## config.mk

```make
export PLATFORM = sky130hd
export DESIGN_NAME = dlist_coproc
export DESIGN_NICKNAME = d
export VERILOG_FILES = /design/src/rtl/dlc_pkg.sv /design/src/rtl/dlc_slot_gate.sv /design/src/rtl/dlc_beam_cmp.sv /design/src/rtl/dlc_write_port.sv /design/src/rtl/dlist_coproc.sv
export SDC_FILE = /design/constraint.sdc
export NUM_CORES = 1
export LEC_CHECK = 0
export BUFFER_PORTS_ARGS = -buffer_cell sky130_fd_sc_hd__buf_2
export CORE_MARGIN = 4
export CORE_UTILIZATION = 50
export DETAILED_ROUTE_END_ITERATION = 6
export PLACE_DENSITY_LB_ADDON = 0.05
export SYNTH_ARGS = -nofsm -noshare
export SYNTH_HDL_FRONTEND = slang
export SYNTH_HIERARCHICAL = 1
export SYNTH_SLANG_ARGS = --single-unit
```

## constraint.sdc

```tcl
create_clock -name clk -period 2.12 [get_ports clk]
set_input_delay 0.318 -clock clk [delete_from_list [all_inputs] [get_ports clk]]
set_output_delay 0.318 -clock clk [all_outputs]
set_load 0.01 [all_outputs]
```

## src/rtl/dlc_pkg.sv

```systemverilog
package dlc_pkg;
    typedef enum logic [1:0] {
        ST_FETCH1      = 2'd0,
        ST_FETCH2      = 2'd1,
        ST_SLEEP_ENTRY = 2'd2,
        ST_SLEEP       = 2'd3
    } dlc_state_e;

    function automatic logic dlc_is_bus_state(dlc_state_e s);
        return (s == ST_FETCH1) || (s == ST_FETCH2);
    endfunction
endpackage

```

## src/rtl/dlc_slot_gate.sv

```systemverilog
module dlc_slot_gate (
    input  logic phase_bit,
    input  logic slot_grant,
    input  logic wants_bus,
    output logic cop_cycle,
    output logic bus_req,
    output logic fetch_go
);
    // even colour clocks belong to the coprocessor
    assign cop_cycle = ~phase_bit;
    assign bus_req   = cop_cycle & wants_bus;
    assign fetch_go  = bus_req & slot_grant;
endmodule

```

## src/rtl/dlc_beam_cmp.sv

```systemverilog
module dlc_beam_cmp #(
    parameter int VPOS_W = 8,
    parameter int HPOS_W = 8,
    localparam int CMP_W = VPOS_W + HPOS_W - 1
) (
    input  logic [VPOS_W-1:0] vpos,
    input  logic [HPOS_W-2:0] hpos_hi,
    input  logic [CMP_W-1:0]  target,
    input  logic [CMP_W-1:0]  mask,
    output logic              reached
);
    logic [CMP_W-1:0] beam_m;
    logic [CMP_W-1:0] tgt_m;

    // vertical in the upper bits gives it priority in one unsigned compare
    assign beam_m  = {vpos, hpos_hi} & mask;
    assign tgt_m   = target & mask;
    assign reached = (beam_m >= tgt_m);
endmodule

```

## src/rtl/dlc_write_port.sv

```systemverilog
module dlc_write_port #(
    parameter int IW  = 16,
    parameter int RAW = 8
) (
    input  logic           fetch_go,
    input  logic           in_second,
    input  logic           is_wait,
    input  logic [RAW-1:0] reg_field,
    input  logic [IW-1:0]  rdata,
    output logic           reg_we,
    output logic [RAW-1:0] reg_addr,
    output logic [IW-1:0]  reg_wdata
);
    assign reg_we    = fetch_go & in_second & ~is_wait;
    assign reg_addr  = reg_field;
    assign reg_wdata = rdata;
endmodule

```

## src/rtl/dlist_coproc.sv

```systemverilog
module dlist_coproc #(
    parameter int AW     = 10,
    parameter int VPOS_W = 8,
    parameter int HPOS_W = 8,
    parameter int RAW    = 8
) (
    input  logic                     clk,
    input  logic                     rst_n,
    input  logic                     restart,
    input  logic [AW-1:0]            start_addr,
    input  logic                     slot_grant,
    input  logic [VPOS_W-1:0]        vpos,
    input  logic [HPOS_W-1:0]        hpos,
    output logic                     mem_req,
    output logic [AW-1:0]            mem_addr,
    input  logic [VPOS_W+HPOS_W-1:0] mem_rdata,
    output logic                     reg_we,
    output logic [RAW-1:0]           reg_addr,
    output logic [VPOS_W+HPOS_W-1:0] reg_wdata
);
    import dlc_pkg::*;

    localparam int IW    = VPOS_W + HPOS_W;
    localparam int CMP_W = IW - 1;

    typedef struct packed {
        dlc_state_e       st;
        logic [AW-1:0]    pc;
        logic [IW-1:0]    ir1;
        logic [CMP_W-1:0] mask;
    } dlc_regs_t;

    dlc_regs_t cur_q, nxt_d;

    logic cop_cycle;
    logic fetch_go;
    logic reached;

    dlc_slot_gate u_gate (
        .phase_bit (hpos[0]),
        .slot_grant(slot_grant),
        .wants_bus (dlc_is_bus_state(cur_q.st)),
        .cop_cycle (cop_cycle),
        .bus_req   (mem_req),
        .fetch_go  (fetch_go)
    );

    dlc_beam_cmp #(
        .VPOS_W(VPOS_W),
        .HPOS_W(HPOS_W)
    ) u_cmp (
        .vpos   (vpos),
        .hpos_hi(hpos[HPOS_W-1:1]),
        .target (cur_q.ir1[IW-1:1]),
        .mask   (cur_q.mask),
        .reached(reached)
    );

    dlc_write_port #(
        .IW (IW),
        .RAW(RAW)
    ) u_wr (
        .fetch_go (fetch_go),
        .in_second(cur_q.st == ST_FETCH2),
        .is_wait  (cur_q.ir1[0]),
        .reg_field(cur_q.ir1[RAW:1]),
        .rdata    (mem_rdata),
        .reg_we   (reg_we),
        .reg_addr (reg_addr),
        .reg_wdata(reg_wdata)
    );

    assign mem_addr = cur_q.pc;

    always_comb begin
        nxt_d = cur_q;
        unique case (cur_q.st)
            ST_FETCH1: begin
                if (fetch_go) begin
                    nxt_d.ir1 = mem_rdata;
                    nxt_d.pc  = cur_q.pc + AW'(1);
                    nxt_d.st  = ST_FETCH2;
                end
            end
            ST_FETCH2: begin
                if (fetch_go) begin
                    nxt_d.pc = cur_q.pc + AW'(1);
                    if (cur_q.ir1[0]) begin
                        nxt_d.mask = mem_rdata[IW-1:1];
                        nxt_d.st   = ST_SLEEP_ENTRY;
                    end else begin
                        nxt_d.st   = ST_FETCH1;
                    end
                end
            end
            ST_SLEEP_ENTRY: begin
                // wasted cycle, costs a coprocessor cycle but no bus slot
                if (cop_cycle) nxt_d.st = ST_SLEEP;
            end
            ST_SLEEP: begin
                // the cycle that sees the match is the wakeup cycle
                if (cop_cycle && reached) nxt_d.st = ST_FETCH1;
            end
            default: nxt_d.st = ST_FETCH1;
        endcase
        if (restart) begin
            nxt_d.st = ST_FETCH1;
            nxt_d.pc = start_addr;
        end
    end

    always_ff @(posedge clk or negedge rst_n) begin
        if (!rst_n) begin
            cur_q.st   <= ST_FETCH1;
            cur_q.pc   <= '0;
            cur_q.ir1  <= '0;
            cur_q.mask <= '0;
        end else begin
            cur_q <= nxt_d;
        end
    end
endmodule

```

* Yosys cells after proc, flatten, opt, wreduce, memory -nomap -nowiden
Index checks and enable logic that the tools add are counted.
Storage, ports and cells: flip-flop bits (word level) 43, output and inout bits 36, word-level logic and storage cells 37
Cells by class: muxes and demuxes 8, magnitude comparators 1, add/sub/neg operators 1, bitwise gates (word level) 8, eq/ne operators 7, reductions and logical operators 8
Operators by type and width (number):
- $and 15x15->15 | 2
- $mux 28 | 1
- $mux 12 | 2
- $pmux 10 s2 | 1
- $ge 15x15->1 | 1
- $add 10x1->10 const B | 1
- $pmux 2 s4 | 1
- $mux 2 | 3
- $ne 3x2->1 const B | 2
- $ne 3x3->1 const B | 2
- $reduce_and 3->1 | 2
- $and 1x1->1 | 4
- $eq 2x2->1 const B | 2
- $reduce_and 4->1 | 1
- $reduce_bool 3->1 | 1
- $eq 2x1->1 const B | 1
- $logic_not 2->1 | 1
- $not 1->1 | 2
- $reduce_and 2->1 | 1
- $logic_and 1x1->1 | 1
- $logic_or 1x1->1 | 1

* Depth between registers and ports, before layout
Gate-level depths: netlist of run 1.
word-level depth 7, gate-level depth with buffers 9, mapped depth without buffers 9

* Hierarchy
The synthesis of run 1 kept the hierarchy.
Modules (own cells, without submodules):
- dlist_coproc | times used 1, cells each 150, seq. area each 1076.0 µm², area each 2011.9 µm²
- dlc_beam_cmp | times used 1, cells each 69, seq. area each 0.0 µm², area each 469.2 µm²
- dlc_write_port | times used 1, cells each 25, seq. area each 0.0 µm², area each 188.9 µm²
- dlc_slot_gate | times used 1, cells each 3, seq. area each 0.0 µm², area each 18.8 µm²

* Worst setup path after synthesis of run 1
No wires, ideal clock.
path type flip-flop to flip-flop, start register cur_q[42] in the netlist's numbering, end register cur_q[21] in the netlist's numbering, buffers on the path 3, setup time 0.125 ns, required time 1.995 ns, data arrival time 1.710 ns, cell stages (with the launch flop) 9, setup slack 0.285 ns, clock period less this slack 1.835 ns, path through dfrtp_1 -> inv_1 -> and3b_1 -> nor2b_2 -> buf_6 -> nor2b_4 -> buf_6 -> buf_12 -> mux2_4
On the way: longest elaborated chain between the ends 5, elaborated cells on any way between the ends 6, those cells by class 1 x eq/ne; 2 x bitwise; 3 x reduce/logical
Ends and longest elaborated chain:
- start: declaration | line dlist_coproc.sv:33 | dlc_regs_t cur_q, nxt_d;
- start signal: assignment | line dlist_coproc.sv:119 | cur_q <= nxt_d;
- $eq 2x1->1 / $logic_not 2->1 (equally long branches) | line dlc_pkg.sv:10 | return (s == ST_FETCH1) || (s == ST_FETCH2);
- $logic_or 1x1->1 * | line dlc_pkg.sv:10
- $and 1x1->1 * | line dlc_slot_gate.sv:11 | assign bus_req = cop_cycle & wants_bus;
- $and 1x1->1 * | line dlc_slot_gate.sv:12 | assign fetch_go = bus_req & slot_grant;
- via fetch_go | line dlist_coproc.sv:36 | logic fetch_go;
- $reduce_and 2->1 (no line) *
The timed path passes the listed nets; every way through them passes the cells marked *. A chain may end at the register's enable or synchronous reset.

* Worst setup path in the final report of run 1
start register cur_q[42] in the netlist's numbering, end register cur_q[15] in the netlist's numbering
The elaborated chain is that of the path after synthesis.

==> impl_metrics.csv, run 1 <==
group,metric,value,unit
logic_synthesis,synth_edf_count,0,
pwr,powerDensity,880,nW/um^2
cts,clk_pin_slew_worst_paths,0.08,ns
sta,max-slew-margin-rel,51.1,%
drt,firstDrtPassIters,4,
placement,hpwlAfterDp,3.72,mm
pwr,power.net_switching,0.000841,W
worst_setup_path,cp_max_fo,9,
logic_synthesis,syn_area,2690,um^2
floorplan,boundaryPins,82,
logic_synthesis,synth_top_area_share,40.0,%
logic_synthesis,ys_top_cells_by_area,"dfrtp_1, mux2_4, buf_4",
drt,drc_errors,0,
global_routing,grt_first_pass_wirelength,8.17,mm
sta,rsz0062_at_grt,"no",
placement,dpl_cell_area,2910,um^2
logic_synthesis,yosys_warnings,6,
pwr,power.leakage,1.50,nW
floorplan,start_util,52.0,%
global_routing,grt_pass1_vias,1822,
pwr,combPwrFrac,36.2,%
drt,vias,1781,
pwr,p_int,0.00180,W
worst_setup_path,r2r_start,"cur_q[42]",
logic_synthesis,synthesis.nets,309,
pwr,p_sw_share,31.9,%
sta,finalCritPeriodShare,88.6,%
placement,portBuffers,81,
sta,fin_ws,0.242,ns
final_layout,final_common_cell,"buf_2",
sta,hold_viol_final,0,
cts,clk_path_buf_depth,2,
worst_setup_path,critPathLaunchType,"flop",
sta,setup_viol,0,
drt,vias_per_cell,4.79,
worst_setup_path,crit_start,"cur_q[42]",
worst_setup_path,cp.arrival,2.05,ns
pwr,p_clk_share,18.8,%
floorplan,die_w,81.3,um
floorplan,die_area,6610,um^2
placement,finalWeightedCongestion,0.736,
cts,clock_sink_count,43,
final_layout,nets,363,
sta,worst_pin_slew,0.733,ns
cts,numCtsBuffers,5,
cts,hold_buffers,0,
global_routing,antenna_found_initial,0,
logic_synthesis,avgSynthCellArea,10.9,um^2
sta,period_needed,1.88,ns
sta,fmax,0.533,GHz
cts,cts_tree,"built",
flow_run,max_cap_viol_count,0,
final_layout,fin_area,3000,um^2
final_layout,fill_cells,465,
drt,wire_per_inst,13.0,um
final_layout,final_cell_mix,"buf_2, dfrtp_1, nand2_1",
floorplan,rows,26,
global_routing,grt-ovfl-total,0,
sta,worst_hold_slack,0.0806,ns
logic_synthesis,yosys_register_bits,43,
final_layout,drive_gt1_share,43.4,%
logic_synthesis,async_flop_share,100,%
logic_synthesis,ys_types,36,
floorplan,die_h,81.3,um
final_layout,postLayoutCoreUtil,57.9,%
logic_synthesis,syn_inst,247,
global_routing,grt_max_degree,34,
status,status,"finished clean",
cts,cts-root-buf,"clkbuf_8",
logic_synthesis,synth_ff_type,"dfrtp_1",
drt,antenna_left,0,
floorplan,core-area,5170,um^2
placement,post-place-ws,0.145,ns
drt,drt_wl_total,4.83,mm
logic_synthesis,synth_top_area_cell,"dfrtp_1",
logic_synthesis,ys_seq_area_share,40.0,%
sta,skew,0.00366,ns
worst_setup_path,crit_type,"flop to flop",
drt,first_iter_violations,43,
pwr,seqPwrFrac,45.0,%
final_layout,area_growth,11.4,%
cts,postCtsSetupBuffers,0,
final_layout,n_antenna_cell,0,
cts,htree_levels,2,
worst_setup_path,required,2.30,ns
sta,slew_violations,0,
worst_setup_path,cp-end-kind,"flop",
pwr,max-vdd-ir-drop,0.449,mV
global_routing,grt_usage,16.0,%
worst_hold_path,worstHoldPathType,"input port to async pin",
sta,tns,0,ns
cts,clk_latency,0.29,ns
## state kept, by name, summed over array words and instances, names as in the netlist
signal	flops
mem_addr	10
cur_q	33
## power groups by stage
stage | sequential [W] | clock, W | combinational, W
floorplan | 0.00116 | 0 | 0.000830
global placement | 0.00120 | 0 | 0.000953
detailed placement | 0.00120 | 0 | 0.000969
CTS | 0.00119 | 0.000530 | 0.000974
global route | 0.00122 | 0.000551 | 0.00110
finish | 0.00119 | 0.000496 | 0.000954
## cells in the mapped netlist, drive strengths merged (2+ instances only)
library cell and instances:
a21oi 11, and2 15, and3b 2, buf 38, clkbuf 2, dfrtp 43
ha 16, inv 4, mux2 31, nand2 33, nand3 4, nand4 2
nor2 5, nor2b 5, nor4 2, o21ai 14, o311ai 2, xnor2 4
xor2 5
## critical path: stages (launching register included)
cell	delay, ns
dfrtp_1	0.46
inv_1	0.10
and3b_1	0.17
nor2b_2	0.28
nor2b_4	0.20
buf_4	0.21
mux2_2	0.35
## what timing repair did
item,in CTS,in global routing
endpoints found under the hold margin,0,0
resized for setup,0,2
setup endpoints to repair,0,1
## worst paths after layout
check	endpoint	slack, ns	cells after the start
min	cur_q[21]	0.08	1
min in group clk	mem_addr[5]	0.23	3
max	cur_q[15]	0.24	6
min reg2reg	cur_q[28]	0.52	1
max in group asynchronous	cur_q[41]	1.43	2
max reg2reg	cur_q[15]	0.24	6
## metrics by stage
step / total power, W / cells
after global placement: 0.00215 / 364
final: 0.00264 / 372
after detailed placement: 0.00217 / 364
after CTS: 0.00269 / 372
after global routing: 0.00288 / 372
after floorplan: 0.00199 / 247
## metal layers
metal,up-vias,global-route usage (%),part of all wire (%)
met5,-,0,0
met4,0,5.07,1.2
met3,7,4.88,7.8
met2,54,26.7,44
met1,792,19.8,47
li1,928,-,-
## cell type report
cell class / instances / area, um^2 / area share (%)
Multi-Input combinational cell: 160 / 1280 / 42.9
Sequential cell: 43 / 1080 / 35.9
Timing Repair Buffer: 87 / 450 / 15.0
Tap cell: 70 / 87.6 / 2.92
Clock buffer: 7 / 76.3 / 2.55
Inverter: 4 / 15.0 / 0.501
Clock inverter: 1 / 5.00 / 0.167
## cell families (layout without fill, tap and decap cells)
kind of cell | Yosys count | after routing | synth area share (%)
xor gates and xnor gates | 9 | 9 | 2.93
and+or+nand+nor | 71 | 71 | 14.1
muxes | 32 | 32 | 16.0
DFF | 43 | 43 | 40.0
AOI/OAI and AO/OA | 32 | 32 | 7.17
adders and majority gates | 16 | 16 | 7.45
buffers and inverters | 44 | 99 | 12.3
Power figures use the tool's default switching activity.
==> run 2: changes to the inputs <==
--- a/config.mk
+++ b/config.mk
@@ -9,6 +9,7 @@
 export CORE_MARGIN = 4
 export CORE_UTILIZATION = 50
 export DETAILED_ROUTE_END_ITERATION = 6
+export MAX_ROUTING_LAYER = met4
 export PLACE_DENSITY_LB_ADDON = 0.05
 export SYNTH_ARGS = -nofsm -noshare
 export SYNTH_HDL_FRONTEND = slang
==> run 2 against run 1 <==
Cell count unchanged. Highest routed layer unchanged. Critical path type unchanged. Largest cell class unchanged. Largest power group unchanged. Via count up 0.17%. First-iteration DRC count up 9.3%. Core utilization unchanged.
==> impl_metrics.csv, run 2 (synthesis gave the netlist of run 1 again) <==
group,metric,value,unit
global_routing,antenna_found_initial,0,
worst_setup_path,cp-end-kind,"flop",
pwr,p_sw_share,31.9,%
placement,dp.cells,364,
sta,period_needed,1.88,ns
sta,setup_viol,0,
final_layout,multi_input_comb_area,1280,um^2
cts,htree_levels,2,
final_layout,largest_register_ffs,33,
worst_setup_path,cp.arrival,2.05,ns
placement,post-place-ws,0.145,ns
drt,vias_per_cell,4.80,
sta,finalCritPeriodShare,88.6,%
drt,wire_per_inst,13.0,um
cts,cts-root-buf,"clkbuf_8",
drt,vias,1784,
final_layout,fin_area,3000,um^2
final_layout,regArea,1080,um^2
drt,first_iter_violations,47,
floorplan,boundaryPins,82,
cts,clk_pin_slew_worst_paths,0.08,ns
drt,drt_wl_total,4.83,mm
sta,slew_violations,0,
placement,finalWeightedCongestion,0.745,
cts,hold_buffers,0,
final_layout,finalNonFillerCells,372,
floorplan,rows,26,
cts,postCtsSetupBuffers,0,
cts,cts_tree,"built",
sta,hold_viol_final,0,
floorplan,core-area,5170,um^2
pwr,finalPower,0.00264,W
floorplan,die_w,81.3,um
final_layout,n_antenna_cell,0,
sta,fmax,0.533,GHz
worst_setup_path,critPathLaunchType,"flop",
cts,clk_path_buf_depth,2,
sta,rsz0062_at_grt,"no",
pwr,powerDensity,880,nW/um^2
final_layout,final_cell_mix,"buf_2, dfrtp_1, nand2_1",
sta,tns,0,ns
flow_run,max_cap_viol_count,0,
sta,worst_pin_slew,0.733,ns
placement,hpwlAfterDp,3.72,mm
status,status,"finished clean",
floorplan,die_h,81.3,um
floorplan,start_util,52.0,%
global_routing,grt_pass1_vias,1823,
final_layout,drive_gt1_share,43.4,%
final_layout,area_growth,11.4,%
final_layout,final_common_cell,"buf_2",
cts,cts-resized-gates,0,
pwr,combPwrFrac,36.2,%
worst_setup_path,required,2.30,ns
pwr,max-vdd-ir-drop,0.449,mV
floorplan,die_area,6610,um^2
pwr,p_clk_share,18.8,%
drt,drc_errors,0,
pwr,power.net_switching,0.000841,W
pwr,seqPwrFrac,45.0,%
placement,dpl_cell_area,2910,um^2
global_routing,grt_first_pass_wirelength,8.16,mm
final_layout,top_register,"cur_q",
worst_setup_path,crit_type,"flop to flop",
global_routing,grt_usage,16.5,%
final_layout,nets,363,
drt,firstDrtPassIters,4,
final_layout,fill_cells,465,
pwr,power.leakage,1.50,nW
worst_setup_path,cp_max_fo,9,
sta,max-slew-margin-rel,51.1,%
global_routing,grt_max_degree,34,
cts,clk_latency,0.29,ns
pwr,p_int,0.00180,W
drt,antenna_left,0,
sta,skew,0.00370,ns
worst_setup_path,r2r_slack,0.24,ns
worst_hold_path,worstHoldPathType,"input port to async pin",
global_routing,grt-ovfl-total,0,
placement,portBuffers,81,
cts,clock_sink_count,43,
cts,numCtsBuffers,5,
sta,fin_ws,0.242,ns
[run 2: cell counts in the layout (fill, tap and decap cells not counted)]
No cell type changed its count.
[run 2: power groups by stage]
| stage | combinational [W] | clock [W] | sequential, W |
|---|---|---|---|
| 2_1_floorplan | 0.000830 | 0 | 0.00116 |
| 3_3_place_gp | 0.000953 | 0 | 0.00120 |
| 3_5_place_dp | 0.000969 | 0 | 0.00120 |
| 4_1_cts | 0.000974 | 0.000530 | 0.00119 |
| 5_1_grt | 0.00110 | 0.000551 | 0.00122 |
| 6_report | 0.000954 | 0.000496 | 0.00119 |
[run 2: cell type report]
cell class | count | area share (%)
Multi-Input combinational cell | 160 | 42.9
Sequential cell | 43 | 35.9
Timing Repair Buffer | 87 | 15.0
Tap cell | 70 | 2.92
Clock buffer | 7 | 2.55
Inverter | 4 | 0.501
Clock inverter | 1 | 0.167
[run 2: critical path, stage by stage, from the launching register on]
cell and delay [ns]:
dfrtp_1 0.46, inv_1 0.10, and3b_1 0.17, nor2b_2 0.28, nor2b_4 0.20, buf_4 0.21, mux2_2 0.35
[run 2: worst paths after layout]
path                                    start          end  cells past startpoint
min in group clk                start_addr[5]  mem_addr[5]                      3
max in group asynchronous               rst_n    cur_q[41]                      2
worst min register to register      cur_q[28]    cur_q[28]                      1
worst max register to register      cur_q[42]    cur_q[15]                      6
worst max-delay path                cur_q[42]    cur_q[15]                      6
worst min-delay path                    rst_n    cur_q[21]                      1
[run 2: layer usage]
layer	track usage [%]	wire (um)	vias to the layer above
met5	-	0	-
met4	5.07	57	0
met2	26.7	2130	54
met3	3.77	302	7
li1	-	-	928
met1	20.5	2340	795
[run 2: stage by stage]
| stage | util (%) | hold WS [ns] |
|---|---|---|
| after floorplan | - | 0.0224 |
| after global placement | 56.3 | 0.430 |
| after detailed placement | 56.3 | 0.432 |
| after CTS | 57.8 | 0.0979 |
| after global routing | 57.9 | 0.138 |
| final | 57.9 | 0.0807 |
